===== src/rtl/tfr_pkg.sv =====
package tfr_pkg;

  typedef enum logic [2:0] {
    S_IDLE  = 3'd0,
    S_CHECK = 3'd1,
    S_REQ   = 3'd2,
    S_WAIT  = 3'd3,
    S_FIN   = 3'd4
  } tfr_state_e;

  typedef enum logic [1:0] {
    PH_HI_A = 2'd0,
    PH_LO   = 2'd1,
    PH_HI_B = 2'd2
  } tfr_phase_e;

endpackage


===== src/rtl/tfr_budget.sv =====
module tfr_budget #(
  parameter int MAX_TRIES = 1000
) (
  input  logic clk,
  input  logic rst_n,
  input  logic load_i,
  input  logic dec_i,
  output logic empty_o
);
  localparam int CNT_W = $clog2(MAX_TRIES + 1);

  logic [CNT_W-1:0] cnt_q, cnt_d;
  logic             cnt_en;

  always_comb begin
    cnt_en = load_i | dec_i;
    cnt_d  = cnt_q;
    if (load_i)     cnt_d = CNT_W'(MAX_TRIES);
    else if (dec_i) cnt_d = cnt_q - CNT_W'(1);
  end

  always_ff @(posedge clk or negedge rst_n) begin
    if (!rst_n)      cnt_q <= '0;
    else if (cnt_en) cnt_q <= cnt_d;
  end

  assign empty_o = (cnt_q == '0);

  AST_BUDGET_NO_WRAP: assert property (@(posedge clk) disable iff (!rst_n)
    dec_i |-> !empty_o);

endmodule


===== src/rtl/tfr_capture.sv =====
module tfr_capture #(
  parameter int DATA_W = 32
) (
  input  logic              clk,
  input  logic              rst_n,
  input  logic              cap_hi_i,
  input  logic              cap_lo_i,
  input  logic [DATA_W-1:0] data_i,
  output logic [DATA_W-1:0] hi_o,
  output logic [DATA_W-1:0] lo_o
);
  logic [DATA_W-1:0] hi_q, lo_q;

  always_ff @(posedge clk or negedge rst_n) begin
    if (!rst_n)        hi_q <= '0;
    else if (cap_hi_i) hi_q <= data_i;
  end

  always_ff @(posedge clk or negedge rst_n) begin
    if (!rst_n)        lo_q <= '0;
    else if (cap_lo_i) lo_q <= data_i;
  end

  assign hi_o = hi_q;
  assign lo_o = lo_q;

  AST_CAPTURE_EXCLUSIVE: assert property (@(posedge clk) disable iff (!rst_n)
    !(cap_hi_i && cap_lo_i));

endmodule


===== src/rtl/tfr_seq.sv =====
module tfr_seq
  import tfr_pkg::*;
#(
  parameter int ADDR_W = 32,
  parameter int DATA_W = 32
) (
  input  logic                clk,
  input  logic                rst_n,
  input  logic                start_i,
  input  logic [ADDR_W-1:0]   base_addr_i,
  input  logic                budget_empty_i,
  output logic                budget_load_o,
  output logic                budget_dec_o,
  output logic                cap_hi_o,
  output logic                cap_lo_o,
  input  logic [DATA_W-1:0]   hi_a_i,
  input  logic [DATA_W-1:0]   lo_i,
  output logic                rd_req_valid_o,
  output logic [ADDR_W-1:0]   rd_req_addr_o,
  input  logic                rd_req_ready_i,
  input  logic                rd_rsp_valid_i,
  input  logic [DATA_W-1:0]   rd_rsp_data_i,
  output logic                busy_o,
  output logic                done_o,
  output logic [2*DATA_W-1:0] value_o,
  output logic                timeout_o
);
  localparam int HI_OFS = DATA_W / 8;

  tfr_state_e         state_q, state_d;
  tfr_phase_e         phase_q, phase_d;
  logic [ADDR_W-1:0]  base_q;
  logic               base_en;
  logic [2*DATA_W-1:0] res_q, res_d;
  logic               to_q, to_d;
  logic               res_en;

  always_comb begin
    state_d       = state_q;
    phase_d       = phase_q;
    base_en       = 1'b0;
    res_en        = 1'b0;
    res_d         = res_q;
    to_d          = to_q;
    budget_load_o = 1'b0;
    budget_dec_o  = 1'b0;
    cap_hi_o      = 1'b0;
    cap_lo_o      = 1'b0;
    case (state_q)
      S_IDLE: begin
        if (start_i) begin
          base_en       = 1'b1;
          budget_load_o = 1'b1;
          state_d       = S_CHECK;
        end
      end
      S_CHECK: begin
        if (budget_empty_i) begin
          res_en  = 1'b1;
          res_d   = '0;
          to_d    = 1'b1;
          state_d = S_FIN;
        end else begin
          budget_dec_o = 1'b1;
          phase_d      = PH_HI_A;
          state_d      = S_REQ;
        end
      end
      S_REQ: begin
        if (rd_req_ready_i) state_d = S_WAIT;
      end
      S_WAIT: begin
        if (rd_rsp_valid_i) begin
          case (phase_q)
            PH_HI_A: begin
              cap_hi_o = 1'b1;
              phase_d  = PH_LO;
              state_d  = S_REQ;
            end
            PH_LO: begin
              cap_lo_o = 1'b1;
              phase_d  = PH_HI_B;
              state_d  = S_REQ;
            end
            default: begin
              if (rd_rsp_data_i == hi_a_i) begin
                res_en  = 1'b1;
                res_d   = {hi_a_i, lo_i};
                to_d    = 1'b0;
                state_d = S_FIN;
              end else begin
                state_d = S_CHECK;
              end
            end
          endcase
        end
      end
      S_FIN:   state_d = S_IDLE;
      default: state_d = S_IDLE;
    endcase
  end

  always_ff @(posedge clk or negedge rst_n) begin
    if (!rst_n) begin
      state_q <= S_IDLE;
      phase_q <= PH_HI_A;
    end else begin
      state_q <= state_d;
      phase_q <= phase_d;
    end
  end

  always_ff @(posedge clk or negedge rst_n) begin
    if (!rst_n)       base_q <= '0;
    else if (base_en) base_q <= base_addr_i;
  end

  always_ff @(posedge clk or negedge rst_n) begin
    if (!rst_n) begin
      res_q <= '0;
      to_q  <= 1'b0;
    end else if (res_en) begin
      res_q <= res_d;
      to_q  <= to_d;
    end
  end

  assign rd_req_valid_o = (state_q == S_REQ);
  assign rd_req_addr_o  = (phase_q == PH_LO) ? base_q : base_q + ADDR_W'(HI_OFS);
  assign busy_o         = (state_q != S_IDLE);
  assign done_o         = (state_q == S_FIN);
  assign value_o        = res_q;
  assign timeout_o      = to_q;

  AST_REQ_HOLD: assert property (@(posedge clk) disable iff (!rst_n)
    rd_req_valid_o && !rd_req_ready_i |=> rd_req_valid_o && $stable(rd_req_addr_o));
  AST_ONE_OUTSTANDING: assert property (@(posedge clk) disable iff (!rst_n)
    rd_req_valid_o && rd_req_ready_i |=> !rd_req_valid_o);
  AST_DONE_PULSE: assert property (@(posedge clk) disable iff (!rst_n)
    done_o |=> !done_o);
  AST_TIMEOUT_ZERO: assert property (@(posedge clk) disable iff (!rst_n)
    done_o && timeout_o |-> value_o == '0);
  AST_BASE_HELD: assert property (@(posedge clk) disable iff (!rst_n)
    busy_o && start_i |=> $stable(base_q));

endmodule


===== src/rtl/tear_free_rd64.sv =====
module tear_free_rd64 #(
  parameter int ADDR_W    = 32,
  parameter int DATA_W    = 32,
  parameter int MAX_TRIES = 1000
) (
  input  logic                clk,
  input  logic                rst_n,
  input  logic                start_i,
  input  logic [ADDR_W-1:0]   base_addr_i,
  output logic                busy_o,
  output logic                done_o,
  output logic [2*DATA_W-1:0] value_o,
  output logic                timeout_o,
  output logic                rd_req_valid_o,
  output logic [ADDR_W-1:0]   rd_req_addr_o,
  input  logic                rd_req_ready_i,
  input  logic                rd_rsp_valid_i,
  input  logic [DATA_W-1:0]   rd_rsp_data_i
);
  logic              budget_load, budget_dec, budget_empty;
  logic              cap_hi, cap_lo;
  logic [DATA_W-1:0] hi_a, lo_w;

  tfr_budget #(.MAX_TRIES(MAX_TRIES)) u_budget (
    .clk     (clk),
    .rst_n   (rst_n),
    .load_i  (budget_load),
    .dec_i   (budget_dec),
    .empty_o (budget_empty)
  );

  tfr_capture #(.DATA_W(DATA_W)) u_capture (
    .clk      (clk),
    .rst_n    (rst_n),
    .cap_hi_i (cap_hi),
    .cap_lo_i (cap_lo),
    .data_i   (rd_rsp_data_i),
    .hi_o     (hi_a),
    .lo_o     (lo_w)
  );

  tfr_seq #(.ADDR_W(ADDR_W), .DATA_W(DATA_W)) u_seq (
    .clk            (clk),
    .rst_n          (rst_n),
    .start_i        (start_i),
    .base_addr_i    (base_addr_i),
    .budget_empty_i (budget_empty),
    .budget_load_o  (budget_load),
    .budget_dec_o   (budget_dec),
    .cap_hi_o       (cap_hi),
    .cap_lo_o       (cap_lo),
    .hi_a_i         (hi_a),
    .lo_i           (lo_w),
    .rd_req_valid_o (rd_req_valid_o),
    .rd_req_addr_o  (rd_req_addr_o),
    .rd_req_ready_i (rd_req_ready_i),
    .rd_rsp_valid_i (rd_rsp_valid_i),
    .rd_rsp_data_i  (rd_rsp_data_i),
    .busy_o         (busy_o),
    .done_o         (done_o),
    .value_o        (value_o),
    .timeout_o      (timeout_o)
  );

endmodule


===== config.mk =====
export PLATFORM = sky130hd
export DESIGN_NAME = tear_free_rd64
export DESIGN_NICKNAME = d
export VERILOG_FILES = /design/src/rtl/tfr_pkg.sv /design/src/rtl/tfr_budget.sv /design/src/rtl/tfr_capture.sv /design/src/rtl/tfr_seq.sv /design/src/rtl/tear_free_rd64.sv
export SDC_FILE = /design/constraint.sdc
export NUM_CORES = 1
export LEC_CHECK = 0
export ABC_AREA = 0
export BUFFER_PORTS_ARGS = -buffer_cell sky130_fd_sc_hd__buf_4
export CORE_UTILIZATION = 30
export DETAILED_ROUTE_END_ITERATION = 8
export PLACE_DENSITY = 0.53
export SLEW_MARGIN = 20
export SYNTH_ARGS = -nofsm -noshare
export SYNTH_HDL_FRONTEND = slang
export SYNTH_SLANG_ARGS = --single-unit

===== constraint.sdc =====
create_clock -name clk -period 3.7 [get_ports clk]
set_input_delay 0.37 -clock clk [delete_from_list [all_inputs] [get_ports clk]]
set_output_delay 0.37 -clock clk [all_outputs]
set_load 0.005 [all_outputs]

# After elaboration in Yosys (flattened, before gate mapping)
# Cells that the tools add are included.
dict set report word_totals {
  out_inout_bits 100
  latch_bits 0
  rom_bits 0
  mem_count 0
  regBits 176
  ramBits 0
  input_bits 69
}
dict set report classes {
  multipliers 0
  muxes 39
  shift 0
  n_addsub 2
  n_eq_ne 14
  n_reduce_logical 11
  n_bitwise 1
  n_lt_le_gt_ge 0
  n_div 0
}
# cell count
set op_table {}
lappend op_table {{$mux 64} 4}
lappend op_table {{$pmux 64 s2} 1}
lappend op_table {{$add 32x3->32 const B} 1}
lappend op_table {{$eq 32x32->1} 1}
lappend op_table {{$mux 32} 1}
lappend op_table {{$mux 10} 2}
lappend op_table {{$mux 1} 18}
lappend op_table {{$mux 3} 6}
lappend op_table {{$pmux 3 s4} 1}
lappend op_table {{$logic_not 10->1} 1}
lappend op_table {{$ne 2x2->1 const B} 5}
lappend op_table {{$sub 10x1->10 const B} 1}
lappend op_table {{$pmux 2 s2} 2}
lappend op_table {{$eq 3x2->1 const B} 2}
lappend op_table {{$reduce_and 6->1} 1}
lappend op_table {{$mux 2} 2}
lappend op_table {{$ne 2x1->1 const B} 2}
lappend op_table {{$pmux 1 s2} 2}
lappend op_table {{$reduce_and 4->1} 1}
lappend op_table {{$reduce_bool 2->1} 2}
lappend op_table {{$eq 3x1->1 const B} 1}
lappend op_table {{$eq 3x3->1 const B} 1}
lappend op_table {{$logic_not 3->1} 1}
lappend op_table {{$ne 3x1->1 const B} 1}
lappend op_table {{other kinds (7)} 7}

# Depth between registers and ports, before layout
dict set report depth {
  word_depth 6
  ltp_mapped 9
}

# Cells and area by module
# Synthesis repeated with hierarchy kept, for this count alone.
dict set report hier_totals {
  cells_unflattened 783
  hier_area_um2 9173.8
}
# module cells_per_inst instances area_per_inst_um2
set by_module_without_submodules {}
lappend by_module_without_submodules {tfr_seq 594 1 5945.7}
lappend by_module_without_submodules {tfr_capture 136 1 2690.1}
lappend by_module_without_submodules {tfr_budget 53 1 538.0}

# Worst setup path before layout
# OpenSTA, ideal clock, no wires.
dict set report synth_path {
  path_type {reg-to-output}
  start {reg u_seq.phase_q[0]}
  end {out rd_req_addr_o[18]}
  stages_incl_launch_ff 7
  required_ns 3.330
  slack_ns 1.579
  path_buffers 1
  arrival_ns 1.751
  path_cell_list {dfrtp_1 > nor2b_1 > clkbuf_1 > nand4bb_1 > nor4_1 > and3_1 > xor2_1}
}
dict set report synth_between {
  elab_chain_cells 2
}
# element line_no
set synth_lines {}
lappend synth_lines {{from (decl)} tfr_seq.sv:31} ;# tfr_phase_e phase_q, phase_d;
lappend synth_lines {{from (signal assigned)} tfr_seq.sv:109} ;# phase_q <= phase_d;
lappend synth_lines {{$eq 2x1->1} tfr_seq.sv:129} ;# assign rd_req_addr_o = (phase_q == PH_LO) ? base_q : base_q + ADDR_W'(HI_OFS);
lappend synth_lines {{$mux 32} tfr_seq.sv:129}
lappend synth_lines {{to (decl)} tear_free_rd64.sv:15} ;# output logic [ADDR_W-1:0] rd_req_addr_o,
# Every way passes these cells.

# Worst setup path in the final report
dict set report layout_path {
  start {reg u_seq.phase_q[0]}
  end {out rd_req_addr_o[24]}
}
# Same word-level chain as after synthesis.

==> results.yml <==
clock_tree:
  cts_buffer_depth: 2
  clock_sinks: 176
  clock_latency_ns: 0.43
  htree_levels: 4
  cts-root-buf: "clkbuf_16"
  tritoncts: "yes"
  cts_setup_buffers: 0
  cts.reportedPaths.clkPinSlew_ns: 0.07
  cts_inserted_buffers: 17
logic_synthesis:
  yosysTopAreaCell: "dfrtp_1"
  netlist_area_um2: 8671
  synthTopCellsByCount: "nand2_1 (186), dfrtp_1 (176), a21oi_1 (69), and3_1 (69), a211o_1 (65)"
  synth-compound-area-share_pct: 11.89
  yosysMostFrequentCell: "nand2_1"
  synth_top_flop_cell: "dfrtp_1"
  postSynth.asyncResetShare_pct: 100.0
  synth_top_area_share_pct: 50.79
  synth_fa_ha_area_share_pct: 0.2886
  synth_edf_count: 0
  yosys.area_share.simple_pct: 18.08
  synth_cells: 857
  synth_top_family_by_area: "simple AND/OR/NAND/NOR gates"
  ys.warnings.count: 0
  syn_nets: 928
  synth_seq_cells: 176
  synth_xor_area_share_pct: 6.465
  synth.distinct_cells: 44
  muxShareOfSynthArea_pct: 8.672
  syn_area_per_cell_um2: 10.12
  synth_area_leaders: "dfrtp_1 (51%), mux2_2 (8.3%), nand2_1 (8.1%)"
  yosysSeqAreaShare_pct: 50.79
power:
  ir_drop_mv: 0.3276
  p_leak_nw: 4.675
  power_mw: 9.034
  powerDensity_nw_per_um2: 831.4
routing:
  drc: 0
  num_vias: 6897
  wire_per_inst_um: 18.16
  dr.first_iter.drc_count: 405
  dr.pass1.iters: 4
  routed_via_density: 4.962
  postRouteAntennaNets: 0
  routed_wl_mm: 25.24
setup_path:
  path_common_cell: "nor2b_1"
  path_buf_inv: 1
  crit_family: "simple AND/OR/NAND/NOR gates"
  crit_chain: "nor2b_1 > nand4bb_1 > nor2b_1 > and3_1 > xor2_1 > buf_4"
  path_max_fanout: 7
  critical-path-slowest-cell: "nor2b_1"
  crit_path_start_kind: "flip-flop"
  critPathArrivalTime_ns: 2.51
  critical_path_class: "reg2out"
  cp.required_ns: 3.33
  cpPeakStageDelay_ns: 0.50
  critical_path.endpoint_type: "output port"
sta:
  finalCritPeriodShare_pct: 77.80
  slew_violations: 0
  fmax_ghz: 0.3474
  finClkSkew_ns: 0.01107
  setup_viol: 0
  relSlewSlack_pct: 45.37
  tightest_slew_ns: 0.8194
  setup_slack_ns: 0.8215
  fin_setup_tns_ns: 0
  finalHoldViolations: 0
  period_needed_ns: 2.878
  grt_setup_unrepaired: "no"
placement:
  portBuffers: 168
  place_inst: 1357
  place_congestion: 0.7436
  pre_cts_slack_ns: 1.010
  hpwl_mm: 16.72
floorplanning:
  ios: 169
  core_area_um2: 28090
  start_util_pct: 30.87
  die_h_um: 172.0
  die-area_um2: 29590
  num_rows: 61
  die_w_um: 172.0
global_route:
  overflow: 0
  grt_pass1_wl_mm: 39.18
  grt_pass1_vias: 6810
  grt_max_degree: 75
  antenna_found_initial: 0
  grt_usage_pct: 17.33
run:
  drv_cap: 0
worst_hold_path:
  hold_path.class: "in2reg"
layout:
  ff_latch_area_um2: 4404
  layout.cells.non_filler: 1390
  final_nets: 1070
  area_growth_pct: 25.32
  final_layout_size_suffix_gt1_share_pct: 28.56
  multiInputGateArea_um2: 3963
  n_antenna_cell: 0
  fillers: 2870
status:
  outcome: "completed"
## layer usage
metal,part of all wire (%),track usage [%],wire [µm],vias to the layer above
met5,0,0,0,-
met2,46,27.10,11510,182
met1,47,23.80,11780,3425
met4,0.75,3.655,189,0
li1,-,-,-,3275
met3,7.0,4.829,1759,15
## stage by stage
step                area [µm²]  hold WS, ns  util (%)
floorplan                 8671      0.07441         -
global placement         10300       0.4439     36.66
detailed placement       10300       0.4406     36.66
CTS                      10870       0.1184     38.69
global route             10870       0.1238     38.69
finish                   10870       0.1326     38.69
## flip-flops by register name (all words and copies together) (netlist names)
signal           flops
u_seq.value_o       64
u_capture.hi_o      32
u_capture.lo_o      32
u_seq.base_q        32
u_budget.cnt_q      10
u_seq.state_q        3
u_seq.phase_q        2
u_seq.timeout_o      1
## logic make-up after synthesis
logic type / after synthesis
compound gates: 151
xor+xnor: 64
fa+ha+maj: 2
buf+inv: 71
flops: 176
mux: 67
simple gates: 326
## power by group
part,internal [mW],switching [mW],leakage [nW]
registers,2.83,0.796,1.94
logic,2.03,1.61,2.47
clock network,0.937,0.821,0.264
## worst paths after layout
kind | cells after the start | slack [ns] | from | to
worst max-delay path | 6 | 0.82 | u_seq.phase_q[0] | rd_req_addr_o[24]
worst min-delay path | 3 | 0.13 | base_addr_i[25] | u_seq.base_q[25]
worst max register to register | 6 | 0.99 | u_seq.state_q[2] | u_capture.hi_o[28]
worst min register to register | 1 | 0.48 | u_capture.lo_o[24] | u_seq.value_o[24]
max in group asynchronous | 3 | 2.23 | rst_n | u_seq.value_o[0]
min in group asynchronous | 2 | 0.52 | rst_n | u_seq.base_q[30]
## worst reg2reg max path, delay by kind of cell, from the launching register on
| kind | cells | cell delay, ns |
|---|---|---|
| simple gates | 4 | 1.50 |
| flops | 1 | 0.43 |
| buf+inv | 1 | 0.36 |
| mux | 1 | 0.33 |
## area by class of cell
| type | instances | share of cell area (%) |
|---|---|---|
| inverter | 9 | 0.3109 |
| clock inverter | 14 | 1.209 |
| timing repair buffer | 185 | 13.18 |
| tap | 378 | 4.352 |
| sequential | 176 | 40.53 |
| multi-input combinational | 610 | 36.47 |
| clock buffer | 18 | 3.949 |
## layout by cell type, fill, tap and decap left out, types with 5 or more instances in the layout
cell       count
nor2_1         7
inv_1          9
a21oi_1       69
nor3_1         8
mux2_2        64
a211o_1       65
nand4_1       12
xnor2_1       55
nand2_1      186
xor2_1         9
buf_4        180
and3_1        69
o21ai_0        5
clkbuf_16     17
nand3_1       14
dfrtp_1      176
## what timing repair did
action,in CTS,in global routing
resized for setup,0,0
hold buffers,1,0
endpoints found under the hold margin,7,0
Note: power is estimated with default switching activity, not from simulation.
